`src/rtl/fifo_irq_pkg.sv`:
```
package fifo_irq_pkg;
  localparam int unsigned IRQ_N   = 4;
  localparam int unsigned IRQ_OVR = 0;
  localparam int unsigned IRQ_TO  = 1;
  localparam int unsigned IRQ_RXT = 2;
  localparam int unsigned IRQ_TXT = 3;
endpackage

```
`src/rtl/fifo_irq_level.sv`:
```
module fifo_irq_level #(
  parameter int unsigned W           = 8,
  parameter bit          AT_OR_ABOVE = 1'b0
) (
  input  logic [W-1:0] count_i,
  input  logic [W-1:0] level_i,
  output logic         hit_o
);
  generate
    if (AT_OR_ABOVE) begin : g_ge
      assign hit_o = (count_i >= level_i);
    end else begin : g_lt
      assign hit_o = (count_i < level_i);
    end
  endgenerate
endmodule

```
`src/rtl/fifo_irq_sticky.sv`:
```
module fifo_irq_sticky (
  input  logic clk_i,
  input  logic rst_ni,
  input  logic set_i,
  input  logic clr_i,
  output logic flag_o
);
  // set has priority so an event coincident with a clear is not lost
  always_ff @(posedge clk_i or negedge rst_ni) begin
    if (!rst_ni)     flag_o <= 1'b0;
    else if (set_i)  flag_o <= 1'b1;
    else if (clr_i)  flag_o <= 1'b0;
  end
endmodule

```
`src/rtl/fifo_irq_timeout.sv`:
```
module fifo_irq_timeout #(
  parameter int unsigned TO_TICKS = 32
) (
  input  logic clk_i,
  input  logic rst_ni,
  input  logic tick_i,
  input  logic rx_empty_i,
  input  logic rx_pop_i,
  input  logic clr_i,
  output logic flag_o
);
  localparam int unsigned CW = $clog2(TO_TICKS + 1);
  localparam logic [CW-1:0] SAT  = CW'(TO_TICKS);
  localparam logic [CW-1:0] LAST = CW'(TO_TICKS - 1);

  logic [CW-1:0] cnt_q;
  logic          restart;
  logic          fire;

  assign restart = clr_i | rx_pop_i | rx_empty_i;
  assign fire    = !restart && tick_i && (cnt_q == LAST);

  always_ff @(posedge clk_i or negedge rst_ni) begin
    if (!rst_ni) begin
      cnt_q  <= '0;
      flag_o <= 1'b0;
    end else begin
      if (restart)                     cnt_q <= '0;
      else if (tick_i && cnt_q != SAT) cnt_q <= cnt_q + 1'b1;
      if (clr_i)     flag_o <= 1'b0;
      else if (fire) flag_o <= 1'b1;
    end
  end
endmodule

```
`src/rtl/fifo_irq_unit.sv`:
```
module fifo_irq_unit
  import fifo_irq_pkg::*;
#(
  parameter int unsigned CNT_W    = 8,
  parameter int unsigned TO_TICKS = 32
) (
  input  logic             clk_i,
  input  logic             rst_ni,
  input  logic [CNT_W-1:0] tx_count_i,
  input  logic [CNT_W-1:0] rx_count_i,
  input  logic             tx_empty_i,
  input  logic             tx_full_i,
  input  logic             rx_empty_i,
  input  logic             rx_full_i,
  input  logic             rx_push_i,
  input  logic             rx_pop_i,
  input  logic             tick2x_i,
  input  logic             busy_i,
  input  logic             first_word_i,
  input  logic [CNT_W-1:0] tx_lvl_i,
  input  logic [CNT_W-1:0] rx_lvl_i,
  input  logic [3:0]       irq_en_i,
  input  logic [1:0]       irq_clr_i,
  output logic [7:0]       status_o,
  output logic [31:0]      state_o,
  output logic [3:0]       irq_raw_o,
  output logic [3:0]       irq_masked_o,
  output logic             irq_o
);
  logic tx_hit, rx_hit, to_flag, ovr_flag;

  fifo_irq_level #(.W(CNT_W), .AT_OR_ABOVE(1'b0)) i_tx_lvl (
    .count_i(tx_count_i), .level_i(tx_lvl_i), .hit_o(tx_hit)
  );
  fifo_irq_level #(.W(CNT_W), .AT_OR_ABOVE(1'b1)) i_rx_lvl (
    .count_i(rx_count_i), .level_i(rx_lvl_i), .hit_o(rx_hit)
  );
  fifo_irq_timeout #(.TO_TICKS(TO_TICKS)) i_to (
    .clk_i, .rst_ni, .tick_i(tick2x_i), .rx_empty_i, .rx_pop_i,
    .clr_i(irq_clr_i[IRQ_TO]), .flag_o(to_flag)
  );
  fifo_irq_sticky i_ovr (
    .clk_i, .rst_ni, .set_i(rx_push_i & rx_full_i),
    .clr_i(irq_clr_i[IRQ_OVR]), .flag_o(ovr_flag)
  );

  always_comb begin
    irq_raw_o          = '0;
    irq_raw_o[IRQ_OVR] = ovr_flag;
    irq_raw_o[IRQ_TO]  = to_flag;
    irq_raw_o[IRQ_RXT] = rx_hit;
    irq_raw_o[IRQ_TXT] = tx_hit;
  end

  assign irq_masked_o = irq_raw_o & irq_en_i;
  assign irq_o        = |irq_masked_o;

  assign status_o = {tx_hit, rx_hit, first_word_i, busy_i,
                     rx_full_i, !rx_empty_i, !tx_full_i, tx_empty_i};
  // counts wider than a byte are truncated
  assign state_o  = {8'(tx_count_i), 8'h00, 8'(rx_count_i), 8'h00};
endmodule

```
`config.mk`:
```
export PLATFORM = sky130hd
export DESIGN_NAME = fifo_irq_unit
export DESIGN_NICKNAME = d
export VERILOG_FILES = /design/src/rtl/fifo_irq_pkg.sv /design/src/rtl/fifo_irq_level.sv /design/src/rtl/fifo_irq_sticky.sv /design/src/rtl/fifo_irq_timeout.sv /design/src/rtl/fifo_irq_unit.sv
export SDC_FILE = /design/constraint.sdc
export NUM_CORES = 1
export LEC_CHECK = 0
export CAP_MARGIN = 20
export CORE_MARGIN = 2
export CORE_UTILIZATION = 28
export DETAILED_ROUTE_END_ITERATION = 8
export PLACE_DENSITY = 0.72
export SYNTH_ARGS = -nofsm -noshare
export SYNTH_HDL_FRONTEND = slang
export SYNTH_SLANG_ARGS = --single-unit
```
`constraint.sdc`:
```
create_clock -name clk_i -period 4 [get_ports clk_i]
set_clock_uncertainty 0.2 [all_clocks]
set_input_delay 1.2 -clock clk_i [delete_from_list [all_inputs] [get_ports clk_i]]
set_output_delay 1.2 -clock clk_i [all_outputs]
set_load 0.02 [all_outputs]
```
* After elaboration in Yosys (flattened, before gate mapping) *
Index checks and enable logic that the tools add are counted.

word-level totals
  flip-flop bits (word level) = 8
  output and inout bits = 49

cells by class
  multiplexer cells = 6
  $lt $le $gt $ge = 2
  equality and inequality tests = 2
  bitwise operators = 4
  add/sub/neg operators = 1
  reduce and logical (&&, ||, !) cells = 10

operators by type and width
  cell                   number
  $mux W6                2
  $ge A8 B8 Y1           1
  $lt A8 B8 Y1           1
  $add A6 B1 Y6 const B  1
  $eq A6 B5 Y1 const B   1
  $ne A6 B6 Y1 const B   1
  $reduce_bool A2 Y1     3
  $and A4 B4 Y4          1
  $mux W1                4
  $reduce_or A4 Y1       1
  $logic_and A1 B1 Y1    3
  $logic_not A1 Y1       3
  $or A1 B1 Y1           2
  $and A1 B1 Y1          1

* Logic depth before layout (Yosys ltp) *
Gate-level depths: netlist (run 1).

  depth in word-level cells = 7
  mapped depth = 6
  mapped depth without buffers = 6

* By module *
From an unflattened synthesis (run 1), not the netlist that was laid out.

unflattened totals
  cells, all modules = 143
  area total of the unflattened synthesis = 1,158.6 µm²

modules (own cells, without submodules)
  module                      instances  area an instance (µm²)  cells each  sequential area each (µm²)
  fifo_irq_timeout            1          380.4                   39          175.2
  fifo_irq_unit               1          367.9                   51          0.0
  fifo_irq_level at i_rx_lvl  1          197.7                   25          0.0
  fifo_irq_level at i_tx_lvl  1          176.4                   25          0.0
  fifo_irq_sticky             1          36.3                    3           25.0

* Worst setup path after synthesis (run 1) *
No wires, ideal clock.

  path kind = input-to-output
  start point = input port rx_count_i[0]
  end point = output port irq_o
  setup slack = 0.093 ns
  arrival = 2.507 ns
  cell stages on the path = 6
  buffers on the path = 0
  data required time = 2.600 ns
  cells stage by stage = inv_1 -> ha_1 -> nand2b_1 -> a2111oi_2 -> o31ai_1 -> a211o_1

on the way
  longest elaborated chain between the ends = 3

RTL lines
  element                   line                  RTL
  start, declared           fifo_irq_unit.sv:10   input logic [CNT_W-1:0] rx_count_i,
  $ge A8 B8 Y1              fifo_irq_level.sv:11  assign hit_o = (count_i >= level_i);
  named net i_rx_lvl.hit_o  fifo_irq_level.sv:7   output logic hit_o
  $and A4 B4 Y4             fifo_irq_unit.sv:55   assign irq_masked_o = irq_raw_o & irq_en_i;
  $reduce_or A4 Y1          fifo_irq_unit.sv:56   assign irq_o = |irq_masked_o;
  end, declared             fifo_irq_unit.sv:28   output logic irq_o

The timed path passes the listed nets, and every way through them passes these cells.

* Worst setup path after layout (run 1) *
  start point = input port tx_count_i[5]
  end point = output port irq_o

on the way
  longest elaborated chain between the ends = 3

RTL lines
  element           line                  RTL
  start, declared   fifo_irq_unit.sv:9    input logic [CNT_W-1:0] tx_count_i,
  $lt A8 B8 Y1      fifo_irq_level.sv:13  assign hit_o = (count_i < level_i);
  $and A4 B4 Y4     fifo_irq_unit.sv:55
  $reduce_or A4 Y1  fifo_irq_unit.sv:56

Every way passes these cells.

==> results.tsv, run 1 <==
stage	metric	value	unit
run_status	status	finished, violations left	
run_status	violations	negative setup slack	
sta	rsz0062_at_grt	yes	
global_route	antenna_found_initial	0	
drt	drt_iter0_drc	19	
finish	stdcell_area	1970	sq um
finish	instances_no_fill	248	
global_route	grt_pass1_wl	4460	um
floorplanning	num_rows	23	
cts	cts-buffers-inserted	3	
setup_path	crit_required	2.60	ns
setup_path	worst-path-max-fanout	2	
min_path	worstHoldPathCells	2	
sta	post-route-period-util	100	%
sta	final-setup-viol-count	1	
placed_design	place_worst_setup_slack	-0.890	ns
floorplanning	die_h	68.2	um
sta	hold_ws	0.357	ns
finish	area_growth	71.1	%
setup_path	r2r_cells	6	
power	p_comb_share	53.6	%
placed_design	gp_congestion	0.743	
floorplanning	initial_core_util	29.0	%
cts	clock_latency	0.23	ns
synth	ys_seq_area_share	17.4	%
placed_design	numPortBuffers	75	
floorplanning	die-area	4640	sq um
sta	drv_slew	0	
setup_path	cp_slowest_cell	o311a_4	
cts	cts_max_path_buffers	2	
drt	wl_per_cell	12.5	um
cts	clk_pin_slew	0.04	ns
floorplanning	ioPinCount	98	
global_route	grt_pass1_vias	1027	
power	peakVddDrop	0.000135	V
power	clock_power_share	24.9	%
synth	syn_avg_cell_area	8.17	sq um
finish	final_net_count	266	
drt	dr.pass1.iters	4	
min_path	hold_class	reg2reg	
cts	numClockSinks	8	
placed_design	post_dp_cell_area	1730	sq um
power	pwr-share-seq	21.5	%
placed_design	dp.cells	242	
synth	synth_ff_type	dfrtp_1	
global_route	grt_remaining_overflow	0	
setup_path	r2r_setup_slack	2.30	ns
synth	yosysWarningCount	0	
finish	fillers	382	
floorplanning	coreArea	3970	sq um
synth	ys_ff_latch	8	
sta	worst_slack	-0.00442	ns
setup_path	startpoint_type	primary input	
power	p_int	0.000256	W
sta	timing.fmax	250	MHz
placed_design	dp_hpwl	2340	um
cts	cts.htree.levels	1	
cts	postCtsHoldBufs	0	
synth	syn_inst	141	
sta	fin_crit	4.00	ns
run	cap_violations	0	
sta	hold_viol_final	0	
power	switchingPower	0.000133	W
drt	route.detailed.drc	0	
finish	n_antenna_cell	0	
synth	syn_area	1150	sq um
setup_path	arrival	2.60	ns
cts	cts_root_buf	clkbuf_8	
drt	vias_per_cell	4.31	
floorplanning	die_x	68.2	um
power	cellLeakagePower	0.893	nW
power	p_per_area	197	nW/um^2
setup_path	max_stage_delay	0.38	ns
setup_path	worst-setup-path-type	in2out	
global_route	grt_max_degree	9	
cts	cts_tree	built	
drt	drt_wl_total	3110	um
synth	yosysUniqueCellTypes	32	
drt	routed-via-count	1070	
setup_path	critical_path.endpoint_type	output port	
synth	async_flop_share	100	%
drt	ant_nets	0	
global_route	grt_usage	13.0	%
setup_path	path_cells	dlygate4sd2_1 -> ha_4 -> nand3_2 -> o311a_4 -> a211o_1 -> buf_6	
synth	synth_edf_count	0	
finish	drive_above_1_share	33.3	%
power	p_sw_share	34.2	%
through the flow:
step / utilization (%) / power [W] / TNS, ns
after floorplan: - / 0.000201 / 0
after global placement: 43.6 / 0.000262 / -5.27
after detailed placement: 43.6 / 0.000264 / -5.33
after CTS: 49.2 / 0.000388 / -0.0216
after global routing: 49.7 / 0.000416 / -0.0623
final: 49.7 / 0.000389 / -0.00442
cells in the mapped netlist (all sizes together) (2+ instances only):
cell | count | area [sq um]
dfrtp | 8 | 200
a21oi | 6 | 33.8
o21ai | 3 | 15.0
inv | 21 | 78.8
buf | 42 | 315
nand2b | 2 | 12.5
nor2 | 6 | 22.5
nand4 | 3 | 18.8
o21a | 3 | 22.5
xor2 | 3 | 26.3
nand2 | 4 | 15.0
ha | 17 | 213
or3 | 3 | 18.8
and2 | 3 | 18.8
routing by layer:
layer,up-vias,routed length (um),GRT usage [%]
met5,-,0,0
met4,0,21,3.00
met3,2,327,4.28
met2,57,1670,24.9
met1,483,1100,13.5
li1,528,-,-
state kept, by name (all words and copies together) (netlist names):
signal	cells
i_ovr.flag_o	1
i_to.cnt_q	6
i_to.flag_o	1
critical path: cells and delay by family:
kind,cells,cell delay [ns]
and+or+nand+nor,1,0.07
buffers and inverters,2,0.40
adders and majority gates,1,0.27
AOI/OAI and AO/OA,2,0.66
power groups by stage:
stage	logic, W	clock network (W)	registers, W
floorplan	0.000117	0	0.0000844
global placement	0.000177	0	0.0000847
detailed placement	0.000180	0	0.0000847
CTS	0.000202	0.000102	0.0000835
global route	0.000226	0.000106	0.0000837
finish	0.000209	0.0000970	0.0000836
timing repair:
| item | 4_1_cts | 5_1_grt |
|---|---|---|
| pin swaps | 20 | 7 |
| cloned | 0 | 0 |
| endpoints found under the setup margin | 7 | 4 |
| gates resized for setup | 125 | 15 |
| buffers inserted | 3 | 0 |
final cells by class:
| type | instances | area (sq um) | share of cell area [%] |
|---|---|---|---|
| Multi-Input combinational cell | 84 | 843 | 42.8 |
| Timing Repair Buffer | 82 | 743 | 37.7 |
| Sequential cell | 8 | 200 | 10.2 |
| Inverter | 21 | 81.3 | 4.12 |
| Tap cell | 50 | 62.6 | 3.17 |
| Clock buffer | 3 | 41.3 | 2.09 |
placed cells by master (no fill, tap or decap), types with 6 or more instances in the layout:
master,count
inv_1,9
buf_2,6
dfrtp_1,8
conb_1,16
buf_6,6
clkdlybuf4s50_1,37
inv_2,11
buf_4,8
dlygate4sd2_1,17
ha_4,12
worst paths after layout:
| check | start | to |
|---|---|---|
| max | tx_count_i[5] | irq_o |
| min | i_ovr.flag_o$_DFFE_PN0P_ | i_ovr.flag_o$_DFFE_PN0P_ |
| max reg2reg | i_to.cnt_q[0]$_DFFE_PN0P_ | i_to.cnt_q[1]$_DFFE_PN0P_ |
| min reg2reg | i_ovr.flag_o$_DFFE_PN0P_ | i_ovr.flag_o$_DFFE_PN0P_ |
| max in group asynchronous | rst_ni | i_to.flag_o$_DFFE_PN0P_ |
| min in group asynchronous | rst_ni | i_to.cnt_q[4]$_DFFE_PN0P_ |
kinds of logic after synthesis:
group           share of synthesized area (%)
other cells                             0.325
xor+xnor                                 3.04
mux                                     0.869
flops                                    17.4
fa+ha+maj                                18.5
buf+inv                                  34.5
compound gates                           12.8
simple gates                             12.6
Note: power is estimated with default switching activity, not from simulation.
==> inputs of run 2 (changes only) <==
--- a/config.mk
+++ b/config.mk
@@ -12,4 +12,5 @@
 export PLACE_DENSITY = 0.72
 export SYNTH_ARGS = -nofsm -noshare
 export SYNTH_HDL_FRONTEND = slang
+export SYNTH_HIERARCHICAL = 1
 export SYNTH_SLANG_ARGS = --single-unit
==> results.tsv, run 2 <==
stage	metric	value	unit	change
cts	cts_max_path_buffers	2		unchanged
synth	synthTopCellsByCount	buf_4 (42), inv_1 (21), ha_1 (17)		unchanged
placed_design	numPortBuffers	75		unchanged
power	p_per_area	196	nW/um^2	was 197 nW/um^2
drt	drt_iter0_drc	10		was 19
min_path	hold_class	reg2reg		unchanged
placed_design	gp_congestion	0.725		was 0.743
global_route	grt_max_degree	9		unchanged
drt	met2WireLength	1370	um	was 1670 um
floorplanning	coreArea	4000	sq um	was 3970 sq um
cts	postCtsHoldBufs	0		unchanged
power	pwr-share-seq	22.4	%	was 21.5%
setup_path	arrival	2.78	ns	was 2.60 ns
floorplanning	die_x	68.3	um	was 68.2 um
synth	syn_inst	143		was 141
finish	top_regs	i_to/cnt_q: 6 flops, i_ovr/flag_o: 1 flops, i_to/flag_o: 1 flops		was i_to.cnt_q: 6 flops, i_ovr.flag_o: 1 flops, i_to.flag_o: 1 flops
global_route	grt_pass1_wl	3800	um	was 4460 um
drt	ant_nets	0		unchanged
setup_path	crit_end	irq_o		unchanged
floorplanning	die-area	4670	sq um	was 4640 sq um
cts	cts-buffers-inserted	3		unchanged
synth	yosysMostFrequentCell	buf_4		unchanged
drt	wl_per_cell	10.5	um	was 12.5 um
floorplanning	num_rows	23		unchanged
setup_path	r2r_end	i_to/cnt_q[0]$_DFFE_PN0P_		was i_to.cnt_q[1]$_DFFE_PN0P_
drt	dr.pass1.iters	3		was 4
synth	ys_seq_area_share	17.3	%	was 17.4%
finish	instances_no_fill	248		unchanged
synth	synth_edf_count	0		unchanged
synth	synth_top_cell_area_share	27.2	%	was 27.4%
cts	cts.htree.levels	1		unchanged
cts	clock_latency	0.23	ns	about the same
finish	finish.utilization	47.9	%	was 49.7%
global_route	antenna_found_initial	0		unchanged
drt	drt-met1-wl	1020	um	was 1100 um
finish	top_register	i_to/cnt_q		was i_to.cnt_q
cts	numClockSinks	8		unchanged
floorplanning	initial_core_util	29.0	%	about the same
setup_path	crit_required	2.60	ns	about the same
run_status	status	finished, violations left		unchanged
drt	vias_per_cell	4.25		was 4.31
power	cellLeakagePower	0.921	nW	was 0.893 nW
setup_path	path_cells	clkdlybuf4s15_1 -> inv_2 -> ha_4 -> a21oi_2 -> o21ai_1 -> a41oi_2 -> and2_4 -> or4_4 -> buf_6		was dlygate4sd2_1 -> ha_4 -> nand3_2 -> o311a_4 -> a211o_1 -> buf_6
synth	synth_xor_xnor_area_share	2.27	%	was 3.04%
synth	synth_area_leaders	buf_4 (27%), ha_1 (18%), dfrtp_1 (17%)		unchanged
global_route	grt_remaining_overflow	0		unchanged
finish	final_net_count	266		unchanged
synth	synthAdderAreaFrac	18.4	%	was 18.5%
synth	ys_ff_latch	8		unchanged
finish	largest_reg_flops	6		unchanged
synth	synthSimpleGateAreaFrac	15.3	%	was 12.6%
synth	synth_top_family_by_area	buffers and inverters		unchanged
synth	yosysUniqueCellTypes	31		was 32
power	p_sw_share	33.5	%	was 34.2%
sta	rsz0062_at_grt	yes		unchanged
drt	wl_met3	210	um	was 327 um
sta	final-setup-viol-count	1		unchanged
power	peakVddDrop	0.000135	V	about the same
drt	route.detailed.drc	0		unchanged
floorplanning	ioPinCount	98		unchanged
drt	routed.top_layer	met3		was met4
finish	n_antenna_cell	0		unchanged
power	p_int	0.000250	W	was 0.000256 W
setup_path	critical_path.endpoint_type	output port		unchanged
setup_path	startpoint_type	primary input		unchanged
cts	clk_pin_slew	0.04	ns	about the same
drt	routed-via-count	1055		was 1,070
sta	hold_viol_final	0		unchanged
synth	synth_compound_area_share	10.7	%	was 12.8%
setup_path	worst-setup-path-type	in2out		unchanged
global_route	grt_usage	10.6	%	was 13.0%
synth	synth_ff_type	dfrtp_1		unchanged
run	cap_violations	0		unchanged
synth	syn_area	1160	sq um	was 1150 sq um
synth	syn_avg_cell_area	8.10	sq um	was 8.17 sq um
power	switchingPower	0.000126	W	was 0.000133 W
placed_design	dp.cells	243		was 242
sta	drv_slew	0		unchanged
finish	drive_above_1_share	38.4	%	was 33.3%
sta	fin_crit	4.18	ns	was 4.00 ns
synth	synth.area.mux_share	1.73	%	was 0.869%
drt	drt_wl_total	2600	um	was 3110 um
placed_design	dp_hpwl	2250	um	was 2340 um
setup_path	max_stage_delay	0.52	ns	was 0.38 ns
setup_path	worst-path-max-fanout	3		was 2
power	clock_power_share	25.4	%	was 24.9%
sta	worst_slack	-0.177	ns	was -0.00442 ns
setup_path	r2r-start	i_to/cnt_q[0]$_DFFE_PN0P_		was i_to.cnt_q[0]$_DFFE_PN0P_
sta	post-route-period-util	104	%	was 100%
synth	yosysWarningCount	6		was 0
setup_path	crit_start	tx_lvl_i[5]		was tx_count_i[5]
finish	layout_common_cells	clkdlybuf4s50_1 (36), conb_1 (16), clkbuf_2 (14), inv_1 (11), ha_4 (10)		was clkdlybuf4s50_1 (37), dlygate4sd2_1 (17), conb_1 (16), ha_4 (12), inv_2 (11)
power	p_comb_share	52.2	%	was 53.6%
run_status	violations	negative setup slack		unchanged
finish	area_growth	65.4	%	was 71.1%
setup_path	cp_slowest_cell	or4_4		was o311a_4
finish	final_common_cell	clkdlybuf4s50_1		unchanged
sta	timing.fmax	239	MHz	was 250 MHz
floorplanning	die_h	68.3	um	was 68.2 um
placed_design	place_worst_setup_slack	-1.02	ns	was -0.890 ns
setup_path	r2r_setup_slack	2.45	ns	was 2.30 ns
cts	cts_root_buf	clkbuf_8		unchanged
setup_path	r2r_cells	5		was 6
synth	yosysTopAreaCell	buf_4		unchanged
cts	cts_tree	built		unchanged
synth	async_flop_share	100	%	unchanged
global_route	grt_pass1_vias	932		was 1,027
finish	fillers	405		was 382
==> run 2: cell types whose count changed after synthesis, moves of 2 or more <==
| cell | delta |
|---|---|
| nand2_1 | +5 |
| a21o_1 | +3 |
| o21a_1 | -3 |
| nor2_1 | -2 |
| nor3_1 | +2 |
| o21ai_1 | +2 |
| or3_1 | -2 |
==> run 2: worst min path at each step <==
stage	startpoint	endpoint	slack (ns)	depth (start not counted)
finish	i_to/flag_o$_DFFE_PN0P_	i_to/flag_o$_DFFE_PN0P_	0.34	2
global route	i_to/flag_o$_DFFE_PN0P_	i_to/flag_o$_DFFE_PN0P_	0.37	2
CTS	i_to/flag_o$_DFFE_PN0P_	i_to/flag_o$_DFFE_PN0P_	0.36	2
detailed placement	i_to/flag_o$_DFFE_PN0P_	i_to/flag_o$_DFFE_PN0P_	0.35	2
global placement	i_to/flag_o$_DFFE_PN0P_	i_to/flag_o$_DFFE_PN0P_	0.34	2
floorplan	i_ovr/flag_o$_DFFE_PN0P_	i_ovr/flag_o$_DFFE_PN0P_	0.27	1
==> run 2: what timing repair did <==
action	in CTS	in global routing
setup buffers	1	1
setup endpoints to repair	7	6
pin swaps	26	18
resized for setup	108	45
==> run 2: cells by family (layout without fill, tap and decap cells) <==
| kind of cell | after synthesis | count (layout) |
|---|---|---|
| buffers and inverters | 63 | 103 |
| adder cells (fa/ha/maj) | 17 | 17 |
| AND/OR/NAND/NOR | 32 | 32 |
| multiplexers | 2 | 2 |
| flip-flops | 8 | 8 |
| other | 1 | 16 |
| AO/OA/AOI/OAI | 17 | 17 |
| XOR/XNOR | 3 | 3 |
==> run 2: layer usage <==
layer  global-route usage, %  up-vias
met5                       0        -
met4                    3.75        0
met3                   0.822        0
met2                    19.9       48
met1                    12.6      483
li1                        -      524
==> run 2: area by class of cell <==
class                      count  area (sq um)  share of cell area (%)
multi-input combinational     87           820                    42.8
timing repair buffer          79           707                    36.9
clock buffer                   3          41.3                    2.15
inverter                      21          86.3                    4.50
tap                           50          62.6                    3.26
sequential                     8           200                    10.4
==> run 2: worst max-delay path, delay by kind of cell <==
family	cells	cell delay, ns
buffers and inverters	3	0.36
adders and majority gates	1	0.26
AOI/OAI and AO/OA	3	0.26
and+or+nand+nor	2	0.69
==> run 2: metrics by stage <==
step / setup TNS, ns / power [W] / area [sq um] / hold slack [ns]
4_1_cts: -0.296 / 0.000374 / 1890 / 0.359
2_1_floorplan: 0 / 0.000205 / 1260 / 0.269
3_3_place_gp: -4.80 / 0.000266 / 1780 / 0.338
6_report: -0.177 / 0.000375 / 1920 / 0.343
3_5_place_dp: -4.93 / 0.000268 / 1780 / 0.353
5_1_grt: -0.227 / 0.000401 / 1920 / 0.372
==> run 2: power groups by stage <==
stage | registers, W | logic [W] | clock network, W
6_report | 0.0000841 | 0.000196 | 0.0000952
2_1_floorplan | 0.0000845 | 0.000121 | 0
5_1_grt | 0.0000844 | 0.000213 | 0.000104
3_5_place_dp | 0.0000855 | 0.000183 | 0
4_1_cts | 0.0000843 | 0.000191 | 0.0000991
3_3_place_gp | 0.0000854 | 0.000180 | 0
